## src/rtl/irqc_pkg.sv

```systemverilog
// Package irqc_pkg: register indices and write strobes shared by the
// controller modules. Indices are the byte address shifted past the bank bit.
package irqc_pkg;

    localparam int WORD_W  = 32;
    localparam int IDX_MAX = 12;

    typedef enum logic [4:0] {
        RG_IRQ_ST    = 5'd0,
        RG_FIQ_ST    = 5'd1,
        RG_RAW       = 5'd2,
        RG_ROUTE     = 5'd3,
        RG_EN_SET    = 5'd4,
        RG_EN_CLR    = 5'd5,
        RG_SW_SET    = 5'd6,
        RG_SW_CLR    = 5'd7,
        RG_SENSE     = 5'd8,
        RG_BOTH      = 5'd9,
        RG_POL       = 5'd10,
        RG_LATCH_CLR = 5'd11,
        RG_LATCH_ST  = 5'd12
    } reg_idx_e;

    typedef struct packed {
        logic route;
        logic en_set;
        logic en_clr;
        logic sw_set;
        logic sw_clr;
        logic sense;
        logic both;
        logic pol;
        logic latch_clr;
    } wr_strb_t;

endpackage

```

## src/rtl/irqc_decode.sv

```systemverilog
// Module irqc_decode: splits a byte address into a register index and a
// bank number, flags unmapped addresses, and produces one write strobe per
// writable register. Assumes NUM_BANKS is a power of two, at least 2.
module irqc_decode
    import irqc_pkg::*;
#(
    parameter int ADDR_W    = 8,
    parameter int NUM_BANKS = 2
) (
    input  logic [ADDR_W-1:0]            addr,
    input  logic                         we,
    output logic                         mapped,
    output reg_idx_e                     idx,
    output logic [$clog2(NUM_BANKS)-1:0] bank,
    output wr_strb_t                     strb
);
    localparam int BANK_BITS = $clog2(NUM_BANKS);
    localparam int IDX_LSB   = 2 + BANK_BITS;
    localparam int IDX_BITS  = ADDR_W - IDX_LSB;

    logic [IDX_BITS-1:0] raw_idx;
    logic                wr_ok;

    // Field extraction and the mapped/unmapped decision.
    always_comb begin
        raw_idx = addr[ADDR_W-1:IDX_LSB];
        bank    = addr[IDX_LSB-1:2];
        mapped  = (addr[1:0] == 2'b00) && (int'(raw_idx) <= IDX_MAX);
        idx     = mapped ? reg_idx_e'(raw_idx[4:0]) : RG_IRQ_ST;
        wr_ok   = we && mapped;
    end

    // One strobe per writable register; status indices produce none.
    always_comb begin
        strb           = '0;
        strb.route     = wr_ok && (idx == RG_ROUTE);
        strb.en_set    = wr_ok && (idx == RG_EN_SET);
        strb.en_clr    = wr_ok && (idx == RG_EN_CLR);
        strb.sw_set    = wr_ok && (idx == RG_SW_SET);
        strb.sw_clr    = wr_ok && (idx == RG_SW_CLR);
        strb.sense     = wr_ok && (idx == RG_SENSE);
        strb.both      = wr_ok && (idx == RG_BOTH);
        strb.pol       = wr_ok && (idx == RG_POL);
        strb.latch_clr = wr_ok && (idx == RG_LATCH_CLR);
    end

endmodule

```

## src/rtl/irqc_edge.sv

```systemverilog
// Module irqc_edge: per-bit edge detector and edge latch for one bank, plus
// the active-level term for level sources. Assumes inputs are already
// synchronous to clk. A clear and a new edge in the same cycle keep the latch.
module irqc_edge #(
    parameter int W = 32
) (
    input  logic         clk,
    input  logic         rst_n,
    input  logic [W-1:0] src,
    input  logic [W-1:0] sense,
    input  logic [W-1:0] both,
    input  logic [W-1:0] pol,
    input  logic         clr_we,
    input  logic [W-1:0] clr_mask,
    output logic [W-1:0] latch,
    output logic [W-1:0] level_act
);
    logic [W-1:0] prev;
    logic [W-1:0] hit;
    logic [W-1:0] clr_bits;

    // Edge detection against last cycle's input, chosen per bit.
    always_comb begin
        for (int i = 0; i < W; i++) begin
            if (sense[i])
                hit[i] = 1'b0;
            else if (both[i])
                hit[i] = src[i] ^ prev[i];
            else if (pol[i])
                hit[i] = src[i] & ~prev[i];
            else
                hit[i] = ~src[i] & prev[i];
        end
        clr_bits  = clr_we ? clr_mask : '0;
        level_act = sense & ~(src ^ pol);
    end

    // Input history register.
    always_ff @(posedge clk) begin
        if (!rst_n) prev <= '0;
        else        prev <= src;
    end

    // Edge latch: set on edge, cleared by software, never held for level.
    always_ff @(posedge clk) begin
        if (!rst_n) latch <= '0;
        else        latch <= ((latch & ~clr_bits) | hit) & ~sense;
    end

    AST_LATCH_CLEARED: assert property (@(posedge clk) disable iff (!rst_n)
        clr_we |=> ((latch & $past(clr_mask) & ~$past(hit)) == '0));
    AST_EDGE_CAPTURED: assert property (@(posedge clk) disable iff (!rst_n)
        (hit != '0) |=> (((latch | sense) & $past(hit)) == $past(hit)));

endmodule

```

## src/rtl/irqc_bank.sv

```systemverilog
// Module irqc_bank: the configuration registers, edge logic and status words
// of one 32-source bank, with its own read mux. Write strobes arrive already
// qualified by the bank select.
module irqc_bank
    import irqc_pkg::*;
#(
    parameter int           W          = 32,
    parameter logic [W-1:0] SENSE_INIT = '0,
    parameter logic [W-1:0] POL_INIT   = '1
) (
    input  logic         clk,
    input  logic         rst_n,
    input  wr_strb_t     strb,
    input  logic [W-1:0] wdata,
    input  logic [W-1:0] src,
    input  reg_idx_e     rd_idx,
    output logic [W-1:0] rdata,
    output logic [W-1:0] enable,
    output logic [W-1:0] irq_st,
    output logic [W-1:0] fiq_st
);
    logic [W-1:0] route;
    logic [W-1:0] sw_trig;
    logic [W-1:0] sense;
    logic [W-1:0] both;
    logic [W-1:0] pol;
    logic [W-1:0] latch;
    logic [W-1:0] level_act;
    logic [W-1:0] raw;

    // Enable: write-one-to-set and write-one-to-clear.
    always_ff @(posedge clk) begin
        if (!rst_n)           enable <= '0;
        else if (strb.en_set) enable <= enable | wdata;
        else if (strb.en_clr) enable <= enable & ~wdata;
    end

    // Software trigger: write-one-to-set and write-one-to-clear.
    always_ff @(posedge clk) begin
        if (!rst_n)           sw_trig <= '0;
        else if (strb.sw_set) sw_trig <= sw_trig | wdata;
        else if (strb.sw_clr) sw_trig <= sw_trig & ~wdata;
    end

    // Plain configuration registers: route, sense, both-edges, polarity.
    always_ff @(posedge clk) begin
        if (!rst_n) begin
            route <= '0;
            sense <= SENSE_INIT;
            both  <= '0;
            pol   <= POL_INIT;
        end else begin
            if (strb.route) route <= wdata;
            if (strb.sense) sense <= wdata;
            if (strb.both)  both  <= wdata;
            if (strb.pol)   pol   <= wdata;
        end
    end

    irqc_edge #(.W(W)) u_edge (
        .clk       (clk),
        .rst_n     (rst_n),
        .src       (src),
        .sense     (sense),
        .both      (both),
        .pol       (pol),
        .clr_we    (strb.latch_clr),
        .clr_mask  (wdata),
        .latch     (latch),
        .level_act (level_act)
    );

    // Status words for the two outputs.
    always_comb begin
        raw    = level_act | latch | sw_trig;
        irq_st = raw & enable & ~route;
        fiq_st = raw & enable & route;
    end

    // Register read mux; set and clear addresses read their target.
    always_comb begin
        unique case (rd_idx)
            RG_IRQ_ST:                 rdata = irq_st;
            RG_FIQ_ST:                 rdata = fiq_st;
            RG_RAW:                    rdata = raw;
            RG_ROUTE:                  rdata = route;
            RG_EN_SET, RG_EN_CLR:      rdata = enable;
            RG_SW_SET, RG_SW_CLR:      rdata = sw_trig;
            RG_SENSE:                  rdata = sense;
            RG_BOTH:                   rdata = both;
            RG_POL:                    rdata = pol;
            RG_LATCH_CLR, RG_LATCH_ST: rdata = latch;
            default:                   rdata = '0;
        endcase
    end

    AST_ENABLE_SET: assert property (@(posedge clk) disable iff (!rst_n)
        strb.en_set |=> ((enable & $past(wdata)) == $past(wdata)));
    AST_ENABLE_CLEAR: assert property (@(posedge clk) disable iff (!rst_n)
        strb.en_clr |=> ((enable & $past(wdata)) == '0));
    AST_TRIGGER_SET: assert property (@(posedge clk) disable iff (!rst_n)
        strb.sw_set |=> ((sw_trig & $past(wdata)) == $past(wdata)));
    AST_TRIGGER_RAW: assert property (@(posedge clk) disable iff (!rst_n)
        ((raw & sw_trig) == sw_trig));

endmodule

```

## src/rtl/irqc_dual_bank.sv

```systemverilog
// Module irqc_dual_bank: top of the interrupt controller. Decodes the bus,
// instantiates one bank per 32 sources, merges read data and reduces the
// status words to the two interrupt lines. Assumes one access per cycle.
module irqc_dual_bank
    import irqc_pkg::*;
#(
    parameter int                 NUM_SRC   = 64,
    parameter int                 ADDR_W    = 8,
    parameter logic [NUM_SRC-1:0] SENSE_RST = 64'hFFFF_0000_FFFF_0000,
    parameter logic [NUM_SRC-1:0] POL_RST   = '1
) (
    input  logic               clk,
    input  logic               rst_n,
    input  logic [NUM_SRC-1:0] src_i,
    input  logic               bus_we,
    input  logic [ADDR_W-1:0]  bus_addr,
    input  logic [WORD_W-1:0]  bus_wdata,
    output logic [WORD_W-1:0]  bus_rdata,
    output logic               irq_o,
    output logic               fiq_o
);
    localparam int NUM_BANKS = NUM_SRC / WORD_W;
    localparam int BANK_BITS = $clog2(NUM_BANKS);

    logic                 mapped;
    reg_idx_e             idx;
    logic [BANK_BITS-1:0] bank;
    wr_strb_t             strb;
    logic [WORD_W-1:0]    rd_w   [NUM_BANKS];
    logic [WORD_W-1:0]    en_w   [NUM_BANKS];
    logic [WORD_W-1:0]    irq_w  [NUM_BANKS];
    logic [WORD_W-1:0]    fiq_w  [NUM_BANKS];
    logic                 any_en;

    irqc_decode #(.ADDR_W(ADDR_W), .NUM_BANKS(NUM_BANKS)) u_dec (
        .addr   (bus_addr),
        .we     (bus_we),
        .mapped (mapped),
        .idx    (idx),
        .bank   (bank),
        .strb   (strb)
    );

    for (genvar b = 0; b < NUM_BANKS; b++) begin : g_bank
        wr_strb_t bank_strb;

        // Qualify the shared strobes with this bank's select.
        always_comb bank_strb = (int'(bank) == b) ? strb : '0;

        irqc_bank #(
            .W          (WORD_W),
            .SENSE_INIT (SENSE_RST[b*WORD_W +: WORD_W]),
            .POL_INIT   (POL_RST[b*WORD_W +: WORD_W])
        ) u_bank (
            .clk    (clk),
            .rst_n  (rst_n),
            .strb   (bank_strb),
            .wdata  (bus_wdata),
            .src    (src_i[b*WORD_W +: WORD_W]),
            .rd_idx (idx),
            .rdata  (rd_w[b]),
            .enable (en_w[b]),
            .irq_st (irq_w[b]),
            .fiq_st (fiq_w[b])
        );
    end

    // Read data selection and output reduction across banks.
    always_comb begin
        bus_rdata = mapped ? rd_w[bank] : '0;
        irq_o     = 1'b0;
        fiq_o     = 1'b0;
        any_en    = 1'b0;
        for (int b = 0; b < NUM_BANKS; b++) begin
            irq_o  = irq_o  | (|irq_w[b]);
            fiq_o  = fiq_o  | (|fiq_w[b]);
            any_en = any_en | (|en_w[b]);
        end
    end

    AST_OUT_NEEDS_ENABLE: assert property (@(posedge clk) disable iff (!rst_n)
        (irq_o || fiq_o) |-> any_en);
    AST_QUIET_AFTER_RESET: assert property (@(posedge clk)
        $rose(rst_n) |-> (!irq_o && !fiq_o));

endmodule

```

## config.mk

```make
export PLATFORM = sky130hd
export DESIGN_NAME = irqc_dual_bank
export DESIGN_NICKNAME = d
export VERILOG_FILES = /design/src/rtl/irqc_pkg.sv /design/src/rtl/irqc_decode.sv /design/src/rtl/irqc_edge.sv /design/src/rtl/irqc_bank.sv /design/src/rtl/irqc_dual_bank.sv
export SDC_FILE = /design/constraint.sdc
export NUM_CORES = 2
export LEC_CHECK = 0
export ABC_AREA = 1
export ABC_CLOCK_PERIOD_IN_PS = 1790
export BUFFER_PORTS_ARGS = -buffer_cell sky130_fd_sc_hd__buf_2
export CAP_MARGIN = 10
export CORE_MARGIN = 2
export CORE_UTILIZATION = 25
export CTS_CLUSTER_SIZE = 10
export DETAILED_ROUTE_END_ITERATION = 10
export SETUP_SLACK_MARGIN = 0.02
export SYNTH_ARGS = -nofsm -noshare
export SYNTH_HDL_FRONTEND = slang
export SYNTH_SLANG_ARGS = --single-unit
```

## constraint.sdc

```tcl
create_clock -name clk -period 1.79 [get_ports clk]
set_input_delay 0.179 -clock clk [delete_from_list [all_inputs] [get_ports clk]]
set_output_delay 0.179 -clock clk [all_outputs]
set_load 0.02 [all_outputs]
```

==> flow_summary.toml <==
[flow_run]
cap_viol_max_count = 0

[synthesis]
postSynthAreaPerCell_um2 = 6.37
yosys_warnings = 0
synth_fp_nets = 4761
yosysMostFrequentCell = "sky130_fd_sc_hd__nand2_1"
top_cell_type_s_share_of_synthesized_area_pct = 35.6
number_of_flops_mapped_to_enable_cells_by_yosys = 0
post_synth_num_cell_types = 37
synth-seq-area-share_pct = 35.6
synth_ff_type = "sky130_fd_sc_hd__dfxtp_1"
synth.top_cells.by_area = "sky130_fd_sc_hd__dfxtp_1, sky130_fd_sc_hd__nand2_1, sky130_fd_sc_hd__a21oi_1"
post_synth_most_frequent_cells = "sky130_fd_sc_hd__nand2_1, sky130_fd_sc_hd__inv_1, sky130_fd_sc_hd__dfxtp_1"
synthCells = 4526
synth.ff_latch_count = 512
synth-async-reset-ratio_pct = 0
post-synth-top-area-cell = "sky130_fd_sc_hd__dfxtp_1"
synth.cell_area_um2 = 28800

[sta]
fin_tns_setup_ns = -20.71
final.min_clock_period_ns = 2.44
final_min_period_over_clock_period_pct = 136
worstMarginPinSlew_ns = 0.695
hold_slack_ns = 0.0292
relSlewSlack_pct = 53.7
grt_setup_unrepaired = "yes"
max_clock_freq_mhz = 409
timing.final.hold_violations = 0
clock-skew-final_ns = 0.0292
report.final.setup_viol = 55
fin_ws_ns = -0.653
timing_max_transition_violations_final = 0

[worst_hold_path]
hold_class = "in2reg"
min_path_cells = 3
hold_path_startpoint = "bus_wdata[30]"
hold-path-endpoint = "g_bank[1].u_bank.pol[30]$_SDFFE_PN1P_"

[cts]
clock-root-buffer = "sky130_fd_sc_hd__clkbuf_16"
cts-root-to-sink-buffers = 3
cts-buffers-inserted = 58
cts.htree.levels = 2
clock_network_latency_to_the_later_pin_of_the_worst_skew_pair_ns = 0.65
clock_tree_from_tritoncts = "yes"
clock_sinks = 512
clk_pin_slew_ns = 0.06

[outcome]
status = "complete, but fails checks"
violations_in_the_final_reports = "negative setup slack"

[detailed_routing]
number_of_nets_with_antenna_violations_after_detailed_routing = 0
vias_per_cell = 4.92
drc_errors = 0
drt_first_pass_iters = 6
detail_route.wl_per_cell_um = 18.8
route.final.wire_length_um = 127000
vias_after_detailed_routing = 33361
detail_route.iter0.violations = 2906

[worst_setup_path]
timing.reg2reg.setup_slack_ns = 0.16
timing.critical_path.fanout_max = 6
worst_r2r_startpoint = "g_bank[1].u_bank.pol[12]$_SDFFE_PN1P_"
cp_top_family = "buffers and inverters"
path_class = "in2out"
critical_path.slowest_cell = "sky130_fd_sc_hd__nor2_4"
type_of_element_launching_the_critical_path = "input pin"
critPathMaxStageDelay_ns = 0.21
worst_ep_required_time_ns = 1.61
worst-endpoint-arrival_ns = 2.26
worst-path-buf-inv = 8
r2r_end = "g_bank[1].u_bank.u_edge.latch[12]$_SDFF_PN0_"
ff2ff_path_depth = 12
setup.worst_path.end_class = "primary output"
path_cells = "buf_6 -> inv_4 -> nand2_4 -> nor2_4 -> buf_6 -> nand4_1 -> buf_4 -> nor2_4 -> buf_8 -> buf_12 -> buf_12 -> nand2_4 -> nand3_2 -> a21oi_1 -> nand2_1 -> nand2_2 -> nor2_4 -> buf_6"

[floorplanning]
floorplan.die_area_um2 = 118000
boundaryPins = 141
floorplan.die.height_um = 344
rows = 124
core_area_um2 = 114000
chipWidth_um = 344
initial_core_util_pct = 25.2

[global_route]
grt_overflow_total = 0
grt_pass1_vias = 31366
grt_first_pass_wirelength_um = 187000
grt_max_degree = 90
globalRouteTotalUtil_pct = 20.5
antenna_found_initial = 23

[placed_design]
hpwlAfterDp_um = 81200
placed_cells_incl_taps = 6502
pre_cts_slack_ns = -0.893
weighted_congestion_reported_at_the_end_of_routability_driven_placement = 0.901
port-buffer-count = 140

[pwr]
cellLeakagePower_nw = 19.0
power.ir.vdd_worst_mv = 0.679
power_density_nw_per_um2 = 603

[layout]
drive_gt1_share_pct = 28.0
final-instance-count-excl-fill = 6786
area_delta_synth_final_pct = 46.2
fin_nets = 5490
final_core_util_pct = 36.9
[routing by layer]
metal	routed length (um)	vias up	track usage (%)
li1	-	16063	-
met1	51600	15438	25.7
met2	56600	1425	33.3
met3	11400	407	4.22
met4	7680	28	9.98
met5	164	-	0
[worst max path at each step]
stage	cells after the start	start	slack, ns	end
2_1_floorplan	9	bus_addr[1]	0.006	bus_rdata[26]
3_3_place_gp	14	bus_addr[1]	-0.92	bus_rdata[30]
3_5_place_dp	14	bus_addr[7]	-0.89	bus_rdata[31]
4_1_cts	9	g_bank[1].u_bank.pol[23]$_SDFFE_PN1P_	-0.68	fiq_o
5_1_grt	10	g_bank[1].u_bank.pol[22]$_SDFFE_PN1P_	-0.78	bus_rdata[22]
6_report	18	bus_addr[7]	-0.65	bus_rdata[14]
[placed cells by master, fill, tap and decap left out, drive strengths merged]
master | netlist | final
nor3 | 16 | 16
inv | 551 | 554
clkinv | 3 | 2
nor2 | 414 | 414
nand4 | 54 | 54
mux2 | 13 | 13
a22oi | 1 | 1
nand2 | 1228 | 1228
dfxtp | 512 | 512
o22ai | 8 | 8
buf | 69 | 805
o21bai | 1 | 1
o211ai | 79 | 79
nand3b | 1 | 1
nand2b | 8 | 8
o31ai | 1 | 1
o21a | 6 | 6
ha | 128 | 128
diode | 0 | 7
or2 | 4 | 4
nand3 | 361 | 361
dlygate4sd3 | 0 | 99
a21oi | 419 | 419
and2 | 1 | 1
clkbuf | 173 | 77
o21ai | 475 | 475
[metrics by stage]
stage	area (um2)	total power, W
finish	42200	0.0254
global route	42100	0.0262
CTS	40900	0.0255
detailed placement	35800	0.0143
global placement	35800	0.0142
floorplan	29100	0.0131
[layout make-up]
| class | instances | area [um2] |
|---|---|---|
| antenna | 7 | 17.5 |
| clock buffer | 70 | 1560 |
| clock inverter | 2 | 13.8 |
| fill | 11868 | 72200 |
| inverter | 554 | 2100 |
| multi-input combinational | 3218 | 17700 |
| sequential | 512 | 10400 |
| tap | 1512 | 1890 |
| timing repair buffer | 911 | 8470 |
[repair_timing]
item / CTS / global route
endpoints found under the hold margin: 370 / 0
pin swaps: 205 / 190
hold buffers: 99 / 0
endpoints found under the setup margin: 98 / 99
setup buffers: 70 / 31
gates resized for setup: 535 / 264
cloned: 11 / 10
[cell families (layout without fill, tap and decap cells)]
group | Yosys count | count (layout) | share of synthesized area [%]
muxes | 13 | 13 | 0.508
adders and majority gates | 128 | 128 | 5.56
DFF | 512 | 512 | 35.6
and+or+nand+nor | 2087 | 2087 | 29.7
other | 0 | 7 | 0
AOI/OAI and AO/OA | 990 | 990 | 18.0
buffers and inverters | 796 | 1537 | 10.7
[where the power goes]
part	internal, W	switching (W)	total, W
logic	0.00120	0.00172	0.00292
registers	0.0115	0.0000791	0.0116
clock network	0.00598	0.00493	0.0109
[worst register-to-register path, stage by stage (launching register included)]
cell and delay, ns:
sky130_fd_sc_hd__dfxtp_4 0.37, sky130_fd_sc_hd__inv_4 0.04, sky130_fd_sc_hd__buf_4 0.12, sky130_fd_sc_hd__buf_4 0.12, sky130_fd_sc_hd__buf_4 0.12, sky130_fd_sc_hd__buf_4 0.12
sky130_fd_sc_hd__buf_4 0.12, sky130_fd_sc_hd__buf_4 0.12, sky130_fd_sc_hd__buf_4 0.13, sky130_fd_sc_hd__nand2_2 0.06, sky130_fd_sc_hd__nand3_2 0.06, sky130_fd_sc_hd__nand2_1 0.06
sky130_fd_sc_hd__a21oi_1 0.05
Note: power is estimated with default switching activity, not from simulation.
